===== config.mk =====
export PLATFORM = sky130hd
export DESIGN_NAME = alm_match_ctrl
export DESIGN_NICKNAME = d
export VERILOG_FILES = /design/src/rtl/alm_pkg.sv /design/src/rtl/alm_field_cmp.sv /design/src/rtl/alm_sticky_flag.sv /design/src/rtl/alm_pulse.sv /design/src/rtl/alm_match_ctrl.sv
export SDC_FILE = /design/constraint.sdc
export NUM_CORES = 1
export LEC_CHECK = 0
export CAP_MARGIN = 20
export CORE_MARGIN = 8
export CORE_UTILIZATION = 45
export CTS_CLUSTER_DIAMETER = 120
export DETAILED_ROUTE_END_ITERATION = 10
export GPL_ROUTABILITY_DRIVEN = 0
export PLACE_DENSITY = 0.76
export SKIP_LAST_GASP = 1
export SLEW_MARGIN = 20
export SYNTH_ARGS = -nofsm -noshare
export SYNTH_HDL_FRONTEND = slang
export SYNTH_SLANG_ARGS = --single-unit

===== constraint.sdc =====
create_clock -name clk -period 1.66 [get_ports clk]
set_input_delay 0.332 -clock clk [delete_from_list [all_inputs] [get_ports clk]]
set_output_delay 0.332 -clock clk [all_outputs]
set_load 0.1 [all_outputs]

===== src/rtl/alm_pkg.sv =====
// Shared constants for the BCD time-match alarm controller.
// Assumes six alarm fields in the fixed order seconds..day of week.
package alm_pkg;
    localparam int NFIELD = 6;
    localparam int REG_W  = 8;
    localparam int IDX_W  = 3;

    typedef enum logic [2:0] {
        F_SEC   = 3'd0,
        F_MIN   = 3'd1,
        F_HOUR  = 3'd2,
        F_DATE  = 3'd3,
        F_MONTH = 3'd4,
        F_WDAY  = 3'd5
    } field_e;

    // Width of the BCD time field with the given index.
    function automatic int field_width(input int idx);
        case (idx)
            0, 1:    return 7;
            2, 3:    return 6;
            4:       return 5;
            default: return 3;
        endcase
    endfunction
endpackage


===== src/rtl/alm_field_cmp.sv =====
// One masked field comparator.
// Assumes cfg bit 7 is the enable and cfg[W-1:0] holds the BCD value.
module alm_field_cmp #(
    parameter int W = 7
) (
    input  logic [7:0] cfg,
    input  logic [7:0] now_val,
    output logic       used,
    output logic       agree
);
    // A disabled field agrees unconditionally; an enabled one compares W bits.
    always_comb begin
        used  = cfg[7];
        agree = !cfg[7] || (cfg[W-1:0] == now_val[W-1:0]);
    end
endmodule


===== src/rtl/alm_sticky_flag.sv =====
// Status flag that software may only clear, with optional clear at read end.
// Assumes rd_end is a one-cycle pulse on the first cycle after a read.
// A set event always wins; an event seen during a read survives its end.
module alm_sticky_flag (
    input  logic clk,
    input  logic rst_n,
    input  logic set_ev,
    input  logic wr_en,
    input  logic wr_bit,
    input  logic rd_active,
    input  logic rd_end,
    input  logic auto_clr,
    output logic flag
);
    logic seen_in_rd;
    logic flag_nx;

    // Next flag value from write, read-end and set priorities.
    always_comb begin
        flag_nx = flag;
        if (wr_en && !wr_bit)
            flag_nx = 1'b0;
        if (rd_end && auto_clr && !seen_in_rd)
            flag_nx = 1'b0;
        if (set_ev)
            flag_nx = 1'b1;
    end

    // Register the flag and remember events inside the current read.
    always_ff @(posedge clk) begin
        if (!rst_n) begin
            flag       <= 1'b0;
            seen_in_rd <= 1'b0;
        end else begin
            flag       <= flag_nx;
            seen_in_rd <= rd_active ? (seen_in_rd | set_ev) : 1'b0;
        end
    end
endmodule


===== src/rtl/alm_pulse.sv =====
// Fixed-length pulse generator for the repeating alarm mode.
// Assumes load is a single-cycle strobe; a load restarts the count.
module alm_pulse #(
    parameter int LEN = 8192
) (
    input  logic clk,
    input  logic rst_n,
    input  logic load,
    output logic active
);
    localparam int CW = $clog2(LEN + 1);
    localparam logic [CW-1:0] LEN_V = CW'(LEN);

    logic [CW-1:0] cnt;

    // Load on a match, otherwise count down to zero.
    always_ff @(posedge clk) begin
        if (!rst_n)
            cnt <= '0;
        else if (load)
            cnt <= LEN_V;
        else if (cnt != '0)
            cnt <= cnt - 1'b1;
    end

    // The pulse is active while the count is non-zero.
    always_comb active = (cnt != '0);
endmodule


===== src/rtl/alm_match_ctrl.sv =====
// BCD time-match alarm controller top.
// Compares the time fields with six enabled alarm registers once per
// second, keeps the alarm and battery status flags and drives the shared
// open-drain request line. Assumes all inputs are synchronous to clk.
module alm_match_ctrl
    import alm_pkg::*;
#(
    parameter int PULSE_LEN = 8192
) (
    input  logic             clk,
    input  logic             rst_n,
    input  logic             sec_tick,
    input  logic [6:0]       now_sec,
    input  logic [6:0]       now_min,
    input  logic [5:0]       now_hour,
    input  logic [5:0]       now_date,
    input  logic [4:0]       now_month,
    input  logic [2:0]       now_wday,
    input  logic             alm_wr,
    input  logic [IDX_W-1:0] alm_wr_idx,
    input  logic [REG_W-1:0] alm_wr_data,
    input  logic             alarm_en,
    input  logic             int_mode,
    input  logic             auto_clr,
    input  logic             stat_wr,
    input  logic [1:0]       stat_wr_data,
    input  logic             stat_rd,
    input  logic             on_battery,
    input  logic             pin_off_batt,
    input  logic [3:0]       fsel,
    input  logic             fout_in,
    output logic             alarm_flag,
    output logic             batt_flag,
    output logic             pin_pull_low
);
    logic [REG_W-1:0] alm_reg [NFIELD];
    logic [7:0]       tf      [NFIELD];
    logic [NFIELD-1:0] f_used;
    logic [NFIELD-1:0] f_agree;
    logic match;
    logic rd_q, rd_end;
    logic batt_q, batt_rise;
    logic pulse_on;
    logic pin_gated;

    // Widen each time field to a common byte for the comparators.
    always_comb begin
        tf[F_SEC]   = {1'b0, now_sec};
        tf[F_MIN]   = {1'b0, now_min};
        tf[F_HOUR]  = {2'b0, now_hour};
        tf[F_DATE]  = {2'b0, now_date};
        tf[F_MONTH] = {3'b0, now_month};
        tf[F_WDAY]  = {5'b0, now_wday};
    end

    // Alarm register file and one comparator per field.
    for (genvar i = 0; i < NFIELD; i++) begin : g_field
        always_ff @(posedge clk) begin
            if (!rst_n)
                alm_reg[i] <= '0;
            else if (alm_wr && (alm_wr_idx == IDX_W'(i)))
                alm_reg[i] <= alm_wr_data;
        end

        alm_field_cmp #(.W(field_width(i))) u_cmp (
            .cfg     (alm_reg[i]),
            .now_val (tf[i]),
            .used    (f_used[i]),
            .agree   (f_agree[i])
        );
    end

    // A match needs the strobe, the global enable and at least one field.
    always_comb match = sec_tick && alarm_en && (|f_used) && (&f_agree);

    // Track read end and battery entry edges.
    always_ff @(posedge clk) begin
        if (!rst_n) begin
            rd_q   <= 1'b0;
            batt_q <= 1'b0;
        end else begin
            rd_q   <= stat_rd;
            batt_q <= on_battery;
        end
    end

    always_comb begin
        rd_end    = rd_q && !stat_rd;
        batt_rise = on_battery && !batt_q;
    end

    alm_sticky_flag u_alarm_flag (
        .clk       (clk),
        .rst_n     (rst_n),
        .set_ev    (match),
        .wr_en     (stat_wr),
        .wr_bit    (stat_wr_data[0]),
        .rd_active (stat_rd),
        .rd_end    (rd_end),
        .auto_clr  (auto_clr),
        .flag      (alarm_flag)
    );

    alm_sticky_flag u_batt_flag (
        .clk       (clk),
        .rst_n     (rst_n),
        .set_ev    (batt_rise),
        .wr_en     (stat_wr),
        .wr_bit    (stat_wr_data[1]),
        .rd_active (stat_rd),
        .rd_end    (rd_end),
        .auto_clr  (auto_clr),
        .flag      (batt_flag)
    );

    alm_pulse #(.LEN(PULSE_LEN)) u_pulse (
        .clk    (clk),
        .rst_n  (rst_n),
        .load   (match && int_mode),
        .active (pulse_on)
    );

    // Line source: battery disable, then frequency, then alarm mode.
    always_comb begin
        pin_gated = on_battery && pin_off_batt;
        if (pin_gated)
            pin_pull_low = 1'b0;
        else if (fsel != 4'd0)
            pin_pull_low = !fout_in;
        else if (int_mode)
            pin_pull_low = pulse_on;
        else
            pin_pull_low = alarm_flag && alarm_en;
    end
endmodule


==> out/summary.log <==
[routing] number of detailed-routing iterations run before antenna repair 4
[timing] post-route clock period utilization 129.1%
[clock_network] H-tree depth 3
[timing] RSZ-0062 raised after global routing yes
[timing] worst slack on hold paths 0.4521 ns
[routing] number of nets with antenna violations after detailed routing 0
[synth] Netlist Area Pre-Place 0.002912 sq mm
[die] horizontal die dimension 96.44 um
[finish] fin cells 447
[power_and_ir_drop] total net switching power 1.653 mW
[worst_setup_path] required time worst endpoint 1.33 ns
[timing] final setup skew 0.009658 ns
[clock_network] buffer type at the clock tree root clkbuf_8
[worst_setup_path] slowest library cell on the worst path or4_4
[timing] transition time of the tightest slew-check pin 0.4900 ns
[routing] total length of routed wires 6.804 mm
[job] maximum capacitance violations 0
[timing] Final Hold Vio Count 0
[global_route] wire length of the first global-routing pass 11.15 mm
[power_and_ir_drop] total internal power 3.723 mW
[clock_network] clock transition time at the flip-flop clock pins of the worst setup and hold paths 0.06 ns
[finish] number of antenna diodes 0
[global_route] global-route total usage across every layer 16.01%
[clock_network] Bufs on Longest Clock Path 2
[clock_network] CTS buffer count 9
[power_and_ir_drop] fraction of power consumed by combinational cells 37.2%
[timing] PnR worst setup slack -0.4824 ns
[power_and_ir_drop] PwrDens 1244 mW/mm^2
[worst_setup_path] ordered cell list for the critical path clkdlybuf4s50_1 > or4_4 > a221oi_4 > buf_12
[timing] fmax 466.8 MHz
[global_route] Remaining Overflow, GRT 0
[status] run status finished with violations
[routing] 1st-iter DRT viols 63
[place] area of placed instances 0.003998 sq mm
[status] failing checks setup timing
[timing] final sum of negative setup slack -5.608 ns
[synth] gate count of the mapped netlist 252
[synth] flip-flop and latch count after synthesis 60
[finish] max FFs per register 40
[finish] Area growth syn-to-layout 48.39%
[timing] Max-slew headroom 67.08%
[finish] Util after Layout 68.43%
[synth] number of distinct standard cells referenced by the synthesized netlist 39
[global_route] vias in the first global route 2380
[synth] Syn Nets 317
[synth] warnings from Yosys 0
[worst_setup_path] signal arrival time at the worst endpoint 1.81 ns
[power_and_ir_drop] sw frac 30.75%
[clock_network] TritonCTS clock tree done
[worst_setup_path] category of the worst setup path capture point output port
[synth] synthesized area per cell 11.55 sq um
[place] placed cell count 427
[routing] post-DR wirelength/cell 15.22 um
[clock_network] Skew-Pair Late Insertion Delay 0.34 ns
[worst_setup_path] start-to-end type of the worst setup path in -> out
[global_route] maximum number of pins on one net before global-route repair 14
[power_and_ir_drop] Static Leakage 1.643 nW
[die] area of the die 0.009300 sq mm
[routing] vias after detailed routing 2266
[place] post-placement worst setup slack -0.7809 ns
[clock_network] number of clock sinks 60
[power_and_ir_drop] maximum VDD drop 1.030 mV
[die] core region area 0.006314 sq mm
[synth] part of the Yosys area used for sequential elements 55.01%
[clock_network] hold buffer count at cts 0
[die] die outline height 96.44 um
[place] Port Buffers 65
[power_and_ir_drop] clock group share of total power 25.5%
[finish] Layout Cell Area excl Fill 0.004320 sq mm
[hold_path] worst hold-check path type reg -> reg
[worst_setup_path] Critical Path Max Stage Delay 0.58 ns
[timing] number of max-slew violations in the final report 0
[worst_setup_path] Critical Path Source Type input pin
[die] number of core rows 29
[power_and_ir_drop] Sequential Power Share 37.3%
[finish] fin nets 430
[die] I/O pin count 66
[worst_setup_path] Critical Path Fanout Max 2
[place] Final HPWL DP 5.267 mm
[timing] Tmin final 2.142 ns
[finish] fraction of layout instances using a drive strength above 1 21.62%
[routing] detailed-route vias per instance 5.069
[timing] Setup Viol. Count Final 17
[die] starting density of the core 46.12%
[routing] DRC viols 0
[global_route] number of antenna violations at the first check in global routing 0
[worst_setup_path] Worst R2R Setup Slack -0.30 ns
[power_and_ir_drop] final total power 5.376 mW
## path summary, 6_finish.rpt
path | cells after the start | endpoint | from
worst min register to register | 2 | u_alarm_flag.seen_in_rd | u_alarm_flag.seen_in_rd
worst max register to register | 8 | u_pulse.cnt[1] | alm_reg[4][0]
worst max-delay path | 4 | pin_pull_low | fsel[1]
worst min-delay path | 2 | u_alarm_flag.seen_in_rd | u_alarm_flag.seen_in_rd
## metal layers
| metal | GRT usage, % | wire [um] | vias to the layer above |
|---|---|---|---|
| met3 | 4.714 | 383 | 14 |
| li1 | - | - | 1123 |
| met5 | 0 | 0 | - |
| met4 | 8.449 | 141 | 0 |
| met2 | 26.90 | 3485 | 66 |
| met1 | 18.06 | 2794 | 1063 |
## synth_stat cells, drive strengths merged
cell type,count,area (sq um)
nor3,7,40.04
o31a,1,10.01
or2,1,6.260
o21ai,4,20.02
nand2,7,26.28
a221oi,1,8.760
clkbuf,1,3.750
nor2,21,78.83
nand2b,6,37.54
and2,42,262.8
xnor2,23,201.4
nand3b,2,15.01
inv,6,22.52
nor4b,1,15.01
and3,1,6.260
xor2,18,157.7
nor4,3,18.77
edfxtp,40,1201
a211oi,2,15.01
o31ai,5,37.54
a21boi,4,30.03
nor2b,1,6.260
or3,2,12.51
mux2i,3,30.03
dfxtp,20,400.4
a21oi,4,23.77
o21a,1,7.510
or4,2,15.01
nand3,5,25.02
o41ai,4,53.81
buf,1,11.26
nand4,8,56.30
o221ai,2,17.52
nor3b,1,12.51
ha,2,25.02
## power by group through the flow
stage	Clock (mW)	Combinational [mW]	Sequential [mW]
2_1_floorplan	0	1.05	2.02
3_3_place_gp	0	1.83	1.99
3_5_place_dp	0	1.87	2.00
4_1_cts	1.39	1.91	1.97
5_1_grt	1.47	2.21	2.03
6_report	1.37	2.00	2.01
## critical path: cells and delay by family
family	cells	cell delay [ns]
and+or+nand+nor	1	0.58
buffers and inverters	2	0.61
AOI/OAI and AO/OA	1	0.28
## layout make-up
type | count | area [sq um]
tap | 77 | 96.34
clock inverter | 7 | 81.33
timing repair buffer | 104 | 987.2
sequential | 60 | 1609
inverter | 6 | 22.52
clock buffer | 9 | 123.9
fill | 462 | 1993
multi-input combinational | 184 | 1400
## cell families (layout without fill, tap and decap cells)
group                    count (synthesis)  after routing  synth area share [%]
adder cells (fa/ha/maj)                  2              2                0.8593
buffers and inverters                    8            126                 1.289
XOR/XNOR                                41             41                 12.33
multiplexers                             3              3                 1.031
AO/OA/AOI/OAI                           28             28                 7.693
AND/OR/NAND/NOR                        110            110                 21.79
flip-flops                              60             60                 55.01
## placed cells by master, fill, tap and decap left out, types with 3 or more instances in the layout
cell             Yosys  routed
a21oi_1              3       3
and2_1              42      42
buf_12               0       4
buf_4                0      38
clkbuf_8             0       9
clkdlybuf4s50_1      0      57
clkinv_1             0       3
dfxtp_1             20      16
dfxtp_2              0       3
dlygate4sd2_1        0       3
edfxtp_1            40      40
inv_1                6       4
mux2i_1              3       3
nand2_1              7       7
nand2b_1             6       6
nand3_1              5       5
nand4_1              7       7
nor2_1              21      21
nor3_1               6       6
o21ai_0              4       4
o31ai_1              5       3
xnor2_1             23      23
xor2_1              18      18
## repair_timing
action	CTS	global route
resized for setup	10	14
pin swaps	4	9
setup endpoints to repair	17	17
buffers inserted	1	3
No activity file was read; power rests on OpenSTA's default activity.
